$ cat src/rtl/iolb_pkg.sv
package iolb_pkg;
   typedef enum logic [1:0] {
      ST_IDLE  = 2'd0,
      ST_FILL  = 2'd1,
      ST_FLUSH = 2'd2
   } iolb_state_e;
endpackage

$ cat src/rtl/iolb_rd_line.sv
module iolb_rd_line #(
   parameter int DATA_W = 32,
   parameter int WORDS  = 8,
   parameter int TAG_W  = 27
) (
   input  logic                          clk,
   input  logic                          rst,
   input  logic                          inval,
   input  logic                          drop,
   input  logic                          load,
   input  logic [TAG_W-1:0]              load_tag,
   input  logic [WORDS-1:0][DATA_W-1:0]  load_data,
   input  logic [TAG_W-1:0]              look_tag,
   input  logic [$clog2(WORDS)-1:0]      look_sel,
   output logic                          hit,
   output logic [DATA_W-1:0]             word,
   output logic                          valid_o
);
   logic                         valid_q;
   logic [TAG_W-1:0]             tag_q;
   logic [WORDS-1:0][DATA_W-1:0] data_q;

   always_ff @(posedge clk) begin
      if (rst)
         valid_q <= 1'b0;
      else if (inval || drop)
         valid_q <= 1'b0;
      else if (load)
         valid_q <= 1'b1;
   end

   always_ff @(posedge clk) begin
      if (load) begin
         tag_q  <= load_tag;
         data_q <= load_data;
      end
   end

   assign hit     = valid_q && (tag_q == look_tag);
   assign word    = data_q[look_sel];
   assign valid_o = valid_q;

   assert_inval_clears_R8: assert property (@(posedge clk) disable iff (rst)
      inval |=> !valid_q);
endmodule

$ cat src/rtl/iolb_wr_gather.sv
module iolb_wr_gather #(
   parameter int DATA_W = 32,
   parameter int WORDS  = 8,
   parameter int TAG_W  = 27
) (
   input  logic                          clk,
   input  logic                          rst,
   input  logic                          put,
   input  logic [TAG_W-1:0]              put_tag,
   input  logic [$clog2(WORDS)-1:0]      put_sel,
   input  logic [DATA_W-1:0]             put_word,
   input  logic                          clear,
   output logic                          valid_o,
   output logic [TAG_W-1:0]              tag_o,
   output logic [WORDS-1:0]              mask_o,
   output logic [WORDS-1:0][DATA_W-1:0]  line_o
);
   localparam int IDX_W = $clog2(WORDS);

   logic [WORDS-1:0]  mask_q;
   logic [TAG_W-1:0]  tag_q;
   logic [DATA_W-1:0] data_q [WORDS];

   always_ff @(posedge clk) begin
      if (rst)
         mask_q <= '0;
      else if (clear)
         mask_q <= '0;
      else if (put)
         mask_q[put_sel] <= 1'b1;
   end

   always_ff @(posedge clk) begin
      if (put)
         tag_q <= put_tag;
   end

   for (genvar g = 0; g < WORDS; g++) begin : g_word
      always_ff @(posedge clk) begin
         if (put && put_sel == IDX_W'(g))
            data_q[g] <= put_word;
      end
      assign line_o[g] = data_q[g];
   end

   assign valid_o = |mask_q;
   assign tag_o   = tag_q;
   assign mask_o  = mask_q;

   assert_single_line_R6: assert property (@(posedge clk) disable iff (rst)
      (put && valid_o) |-> (put_tag == tag_q));
endmodule

$ cat src/rtl/iolb_ctrl.sv
module iolb_ctrl
   import iolb_pkg::*;
#(
   parameter int ADDR_W = 32,
   parameter int DATA_W = 32,
   parameter int WORDS  = 8
) (
   input  logic                       clk,
   input  logic                       rst,
   input  logic                       req_valid,
   output logic                       req_ready,
   input  logic                       req_we,
   input  logic [ADDR_W-1:0]          req_addr,
   input  logic [DATA_W-1:0]          req_wdata,
   output logic                       rsp_valid,
   output logic [DATA_W-1:0]          rsp_data,
   input  logic                       drain,
   input  logic                       inval,
   output logic                       mem_req,
   output logic                       mem_we,
   output logic [ADDR_W-$clog2(WORDS*DATA_W/8)-1:0] mem_addr,
   output logic [WORDS-1:0]           mem_wmask,
   output logic [WORDS*DATA_W-1:0]    mem_wdata,
   input  logic                       mem_ack,
   input  logic [WORDS*DATA_W-1:0]    mem_rdata
);
   localparam int WB    = $clog2(DATA_W / 8);
   localparam int OFF   = $clog2(WORDS * DATA_W / 8);
   localparam int IDX_W = $clog2(WORDS);
   localparam int TAG_W = ADDR_W - OFF;

   initial begin
      assert (WORDS >= 2 && (WORDS & (WORDS - 1)) == 0)
         else $error("WORDS must be a power of two, at least 2");
      assert (DATA_W >= 8 && (DATA_W & (DATA_W - 1)) == 0)
         else $error("DATA_W must be a power of two bytes");
      assert (ADDR_W > OFF) else $error("ADDR_W too small for a line");
   end

   iolb_state_e state_q;
   logic [TAG_W-1:0] fill_tag_q;
   logic [IDX_W-1:0] fill_sel_q;

   logic [TAG_W-1:0] req_tag;
   logic [IDX_W-1:0] req_sel;
   logic             unused_lowbits;
   assign req_tag        = req_addr[ADDR_W-1:OFF];
   assign req_sel        = req_addr[OFF-1:WB];
   assign unused_lowbits = ^req_addr[WB-1:0];

   logic                         rd_hit, rd_valid;
   logic [DATA_W-1:0]            rd_word;
   logic                         wr_valid;
   logic [TAG_W-1:0]             wr_tag;
   logic [WORDS-1:0]             wr_mask;
   logic [WORDS-1:0][DATA_W-1:0] wr_line;
   logic [WORDS-1:0][DATA_W-1:0] fill_words;
   assign fill_words = mem_rdata;

   logic need_flush, accept, put, rd_acc, fill_done, flush_done, line_full;
   logic [WORDS-1:0] sel_bit;

   assign need_flush = wr_valid &&
      (drain || (req_valid && (req_we ? (req_tag != wr_tag) : (req_tag == wr_tag))));
   assign req_ready  = (state_q == ST_IDLE) && !need_flush;
   assign accept     = req_valid && req_ready;
   assign put        = accept && req_we;
   assign rd_acc     = accept && !req_we;
   assign fill_done  = (state_q == ST_FILL) && mem_ack;
   assign flush_done = (state_q == ST_FLUSH) && mem_ack;
   assign sel_bit    = WORDS'(1) << req_sel;
   assign line_full  = &(wr_mask | sel_bit);

   iolb_rd_line #(.DATA_W(DATA_W), .WORDS(WORDS), .TAG_W(TAG_W)) u_rd (
      .clk(clk), .rst(rst), .inval(inval), .drop(put && rd_hit),
      .load(fill_done), .load_tag(fill_tag_q), .load_data(fill_words),
      .look_tag(req_tag), .look_sel(req_sel),
      .hit(rd_hit), .word(rd_word), .valid_o(rd_valid)
   );

   iolb_wr_gather #(.DATA_W(DATA_W), .WORDS(WORDS), .TAG_W(TAG_W)) u_wr (
      .clk(clk), .rst(rst), .put(put), .put_tag(req_tag), .put_sel(req_sel),
      .put_word(req_wdata), .clear(flush_done),
      .valid_o(wr_valid), .tag_o(wr_tag), .mask_o(wr_mask), .line_o(wr_line)
   );

   always_ff @(posedge clk) begin
      if (rst) begin
         state_q <= ST_IDLE;
      end else begin
         unique case (state_q)
            ST_IDLE: begin
               if (need_flush)
                  state_q <= ST_FLUSH;
               else if (rd_acc && !rd_hit)
                  state_q <= ST_FILL;
               else if (put && line_full)
                  state_q <= ST_FLUSH;
            end
            ST_FILL:  if (mem_ack) state_q <= ST_IDLE;
            ST_FLUSH: if (mem_ack) state_q <= ST_IDLE;
            default:  state_q <= ST_IDLE;
         endcase
      end
   end

   always_ff @(posedge clk) begin
      if (rd_acc && !rd_hit) begin
         fill_tag_q <= req_tag;
         fill_sel_q <= req_sel;
      end
   end

   always_ff @(posedge clk) begin
      if (rst)
         rsp_valid <= 1'b0;
      else
         rsp_valid <= (rd_acc && rd_hit) || fill_done;
   end

   always_ff @(posedge clk) begin
      if (rd_acc && rd_hit)
         rsp_data <= rd_word;
      else if (fill_done)
         rsp_data <= fill_words[fill_sel_q];
   end

   assign mem_req   = (state_q != ST_IDLE);
   assign mem_we    = (state_q == ST_FLUSH);
   assign mem_addr  = mem_we ? wr_tag : fill_tag_q;
   assign mem_wmask = mem_we ? wr_mask : '0;
   assign mem_wdata = wr_line;

   assert_mem_hold_R10: assert property (@(posedge clk) disable iff (rst)
      (mem_req && !mem_ack) |=> (mem_req && $stable(mem_addr) && $stable(mem_we)));
   assert_busy_stall_R10: assert property (@(posedge clk) disable iff (rst)
      mem_req |-> !req_ready);
   assert_hit_rsp_R3: assert property (@(posedge clk) disable iff (rst)
      (rd_acc && rd_hit) |=> rsp_valid);
   assert_fill_rsp_R2: assert property (@(posedge clk) disable iff (rst)
      (mem_req && !mem_we && mem_ack) |=> (rsp_valid && !mem_req));
   assert_wr_gathered_R4: assert property (@(posedge clk) disable iff (rst)
      (mem_req && mem_we) |-> (wr_valid && mem_wmask != '0));
endmodule

$ cat config.mk
export PLATFORM = sky130hd
export DESIGN_NAME = iolb_ctrl
export DESIGN_NICKNAME = d
export VERILOG_FILES = /design/src/rtl/iolb_pkg.sv /design/src/rtl/iolb_rd_line.sv /design/src/rtl/iolb_wr_gather.sv /design/src/rtl/iolb_ctrl.sv
export SDC_FILE = /design/constraint.sdc
export NUM_CORES = 1
export LEC_CHECK = 0
export BUFFER_PORTS_ARGS = -buffer_cell sky130_fd_sc_hd__clkbuf_2
export CAP_MARGIN = 20
export CORE_AREA = 3 3 254 256
export DETAILED_ROUTE_END_ITERATION = 8
export DIE_AREA = 0 0 257 259
export PLACE_DENSITY_LB_ADDON = 0.15
export RECOVER_POWER = 100
export SYNTH_ARGS = -nofsm -noshare
export SYNTH_HDL_FRONTEND = slang
export SYNTH_SLANG_ARGS = --single-unit
$ cat constraint.sdc
create_clock -name clk -period 7.88 [get_ports clk]
set_input_delay 0.394 -clock clk [delete_from_list [all_inputs] [get_ports clk]]
set_output_delay 0.394 -clock clk [all_outputs]
set_load 0.005 [all_outputs]
==> impl_results.md <==
- Status: finished with violations
- Failing checks: capacitance limit, slew limit
- Mapped Cells: 1144
- Post-synth top flop: edfxtp_1
- Clk Latency, worst-skew pair: 0.60 ns
- Die area: 66600 µm²
- Switch share: 0.230
- Synth cell types: 51
- PortBufs: 651
- Min cycle time layout: 4.91 ns
- Commonest cells in the netlist: edfxtp_1, mux4_2, a211oi_1, mux2i_1, a21oi_2
- Cell Chain, Critical Path: inv_1, ha_1, and2_0, buf_4, nor2_1, a2111oi_0
- Die width: 257 µm
- Layout cell share with drive strength beyond 1: 0.208
- Antenna violations before repair: 18
- Drt first pass iters: 7
- Clock Path Buffers: 3
- PD cells: 243 nW/µm²
- GPL Wtd Cong: 0.792
- Fin. max-slew vios: 353
- Drt drc: 0
- First-pass GRT wire length: 106000 µm
- Top-count cell post-synth: edfxtp_1
- Pint: 6.20 mW
- Final setup viols: 0
- Setup CP Type: flop to flop
- Clk pwr share: 0.385
- Worst VDD drop: 0.152 mV
- Syn-to-layout area delta: 32.8%
- H-tree levels: 3
- Clk_skew: 0.0292 ns
- Vias: 14900
- Register clock-pin slew on the reported worst setup and hold paths: 0.06 ns
- Gr usage total: 0.217
- Num rows: 92
- Post-synthesis cell area: 24900 µm²
- Slowest-stage cell, CP: and2_0
- Floorplan core area: 62700 µm²
- Logic pwr share: 0.111
- Fin worst setup slack: 2.97 ns
- Setup TNS Final: 0 ns
- Die height: 259 µm
- Initial Util: 0.397
- Post-synthesis async set-or-reset flop share: 0
- FMAX: 204 MHz
- Crit start category: flop
- Seq pwr share: 0.504
- Final hold slack: 0.0793 ns
- DP Worst Slack: 4.16 ns
- Via/cell ratio: 4.98
- Worst Path Max Fanout: 64
- Ranking of synthesized cells by area: edfxtp_1, mux4_2, mux2i_1, mux2_2, a21oi_2
- Required @ worst endpoint: 8.36 ns
- Slew headroom: -1.61
- DR iter-0 viols: 957
- Synth area leader: edfxtp_1
- Post-CTS sizing: 0
- Synthesis warning total: 0
- I/O pin cnt: 654
- Post-DP HPWL: 48900 µm
- Routed length per instance: 24.6 µm
- Slew @ Worst Pin: 3.91 ns
- Net Count, Synth: 1474
- Largest net degree at the start of global routing: 168
- Final Hold Fails: 0
- Hold crit path type: primary input to flop
- Grt total ovfl: 0
- RSZ-0062 raised after global routing: no
- Arrival @ worst endpoint: 5.40 ns
- Max-cap violations: 9
- Mapped Avg Cell Area: 21.8 µm²
- LEAKAGE: 11.0 nW
- Root buf cell: clkbuf_16
- Clock sink total: 640
- ANT nets after route: 0
- Crit path capture type: flop
- Sw power: 1.85 mW
- Seq/Total Area, Yosys: 0.766
- Post-synth EDFFs: 628
- CP peak stage delay: 2.66 ns
- CTS buffer count: 69
- Final net count: 2422
- Vias in the first global route: 15900
- CTS tree: built
- WL final: 73600 µm
- Top cell type's share of synthesized area: 0.756
- Seq cells post-synth: 640
- Final Cycle Share: 0.623
-- final cells by class --
type	instances	area [µm²]
inverter	12	45.0
sequential	640	19100
timing repair buffer	929	5360
tap	846	1060
clock buffer	86	1830
fill	5296	29600
multi-input combinational	440	5380
clock inverter	37	309
antenna	9	22.5
-- sequential cells by signal (all words and copies together), names as in the netlist --
name	flops
u_wr.tag_o	27
state_q	2
fill_sel_q	3
rsp_valid	1
fill_tag_q	27
u_rd.valid_o	1
u_rd.tag_q	27
u_wr.data_q	256
u_wr.mask_o	8
u_rd.data_q	256
rsp_data	32
-- critical path: cells and delay by family (launching register included) --
family,cells,cell delay (ns)
AND/OR/NAND/NOR,2,2.73
AO/OA/AOI/OAI,1,0.36
flip-flops,1,0.32
adder cells (fa/ha/maj),1,0.14
buffers and inverters,2,1.16
-- per-stage QoR --
| stage | instance area, µm² | utilization | total power, mW | cells |
|---|---|---|---|---|
| final | 33100 | 0.528 | 8.05 | 2999 |
| after global routing | 33100 | 0.528 | 8.36 | 2996 |
| after CTS | 33800 | 0.538 | 8.17 | 2990 |
| after detailed placement | 29100 | 0.463 | 4.95 | 2612 |
| after global placement | 29100 | 0.463 | 4.93 | 2612 |
| after floorplan | 24900 | - | 4.61 | 1144 |
-- routing by layer --
layer	track usage	wire length, µm	part of all wire
met1	0.252	27500	0.37
met3	0.0635	5380	0.073
met5	0	107	0.0015
met4	0.0589	1500	0.020
met2	0.392	39200	0.53
-- worst paths after layout --
path,start,endpoint,slack [ns],cells after the start
max,state_q[1],u_rd.valid_o,2.97,6
max reg2reg,state_q[1],u_rd.valid_o,2.97,6
min reg2reg,fill_tag_q[16],u_rd.tag_q[16],0.44,0
min,mem_rdata[3],u_rd.data_q[3],0.08,1
-- repair_timing --
action | CTS | global route
setup endpoints to repair | 0 | 0
endpoints found under the hold margin | 255 | 0
buffers inserted | 0 | 0
hold buffers | 255 | 0
-- power groups by stage --
stage               sequential [mW]  combinational [mW]  clock, mW
floorplan                      4.13               0.473          0
global placement               4.12               0.814          0
detailed placement             4.12               0.823          0
CTS                            4.05               0.935       3.18
global route                   4.07               0.969       3.31
finish                         4.06               0.893       3.10
-- cells by family (layout without fill, tap and decap cells) --
| group | count (synthesis) | in the layout | synth area share |
|---|---|---|---|
| compound gates | 89 | 89 | 0.0277 |
| xor+xnor | 54 | 54 | 0.0190 |
| fa+ha+maj | 3 | 3 | 0.00151 |
| buf+inv | 64 | 1064 | 0.0186 |
| flops | 640 | 640 | 0.766 |
| mux | 187 | 187 | 0.141 |
| other cells | 0 | 9 | 0 |
| simple gates | 107 | 107 | 0.0265 |
-- cell usage in the layout, fill, tap and decap left out, types with 4 or more instances in the layout --
master / netlist / layout
mux4_2: 127 / 127
dfxtp_1: 12 / 12
inv_6: 0 / 4
clkbuf_2: 0 / 156
mux2i_1: 32 / 32
mux2_1: 0 / 9
clkbuf_16: 0 / 71
edfxtp_1: 628 / 628
clkinv_2: 0 / 10
clkbuf_1: 14 / 511
nor2b_1: 16 / 16
nand3_1: 5 / 5
inv_1: 12 / 12
bufinv_16: 0 / 4
nor4_1: 12 / 12
buf_1: 5 / 4
nor2_1: 16 / 15
a211oi_1: 32 / 32
a21oi_2: 28 / 28
buf_4: 1 / 16
xor2_1: 27 / 27
mux2_2: 27 / 18
and2b_1: 20 / 20
and2_0: 0 / 9
nand4_1: 9 / 9
diode_2: 0 / 9
xnor2_1: 27 / 27
clkinv_1: 0 / 15
dlygate4sd3_1: 1 / 255
a21oi_1: 10 / 10
No activity file was read; power rests on OpenSTA's default activity.
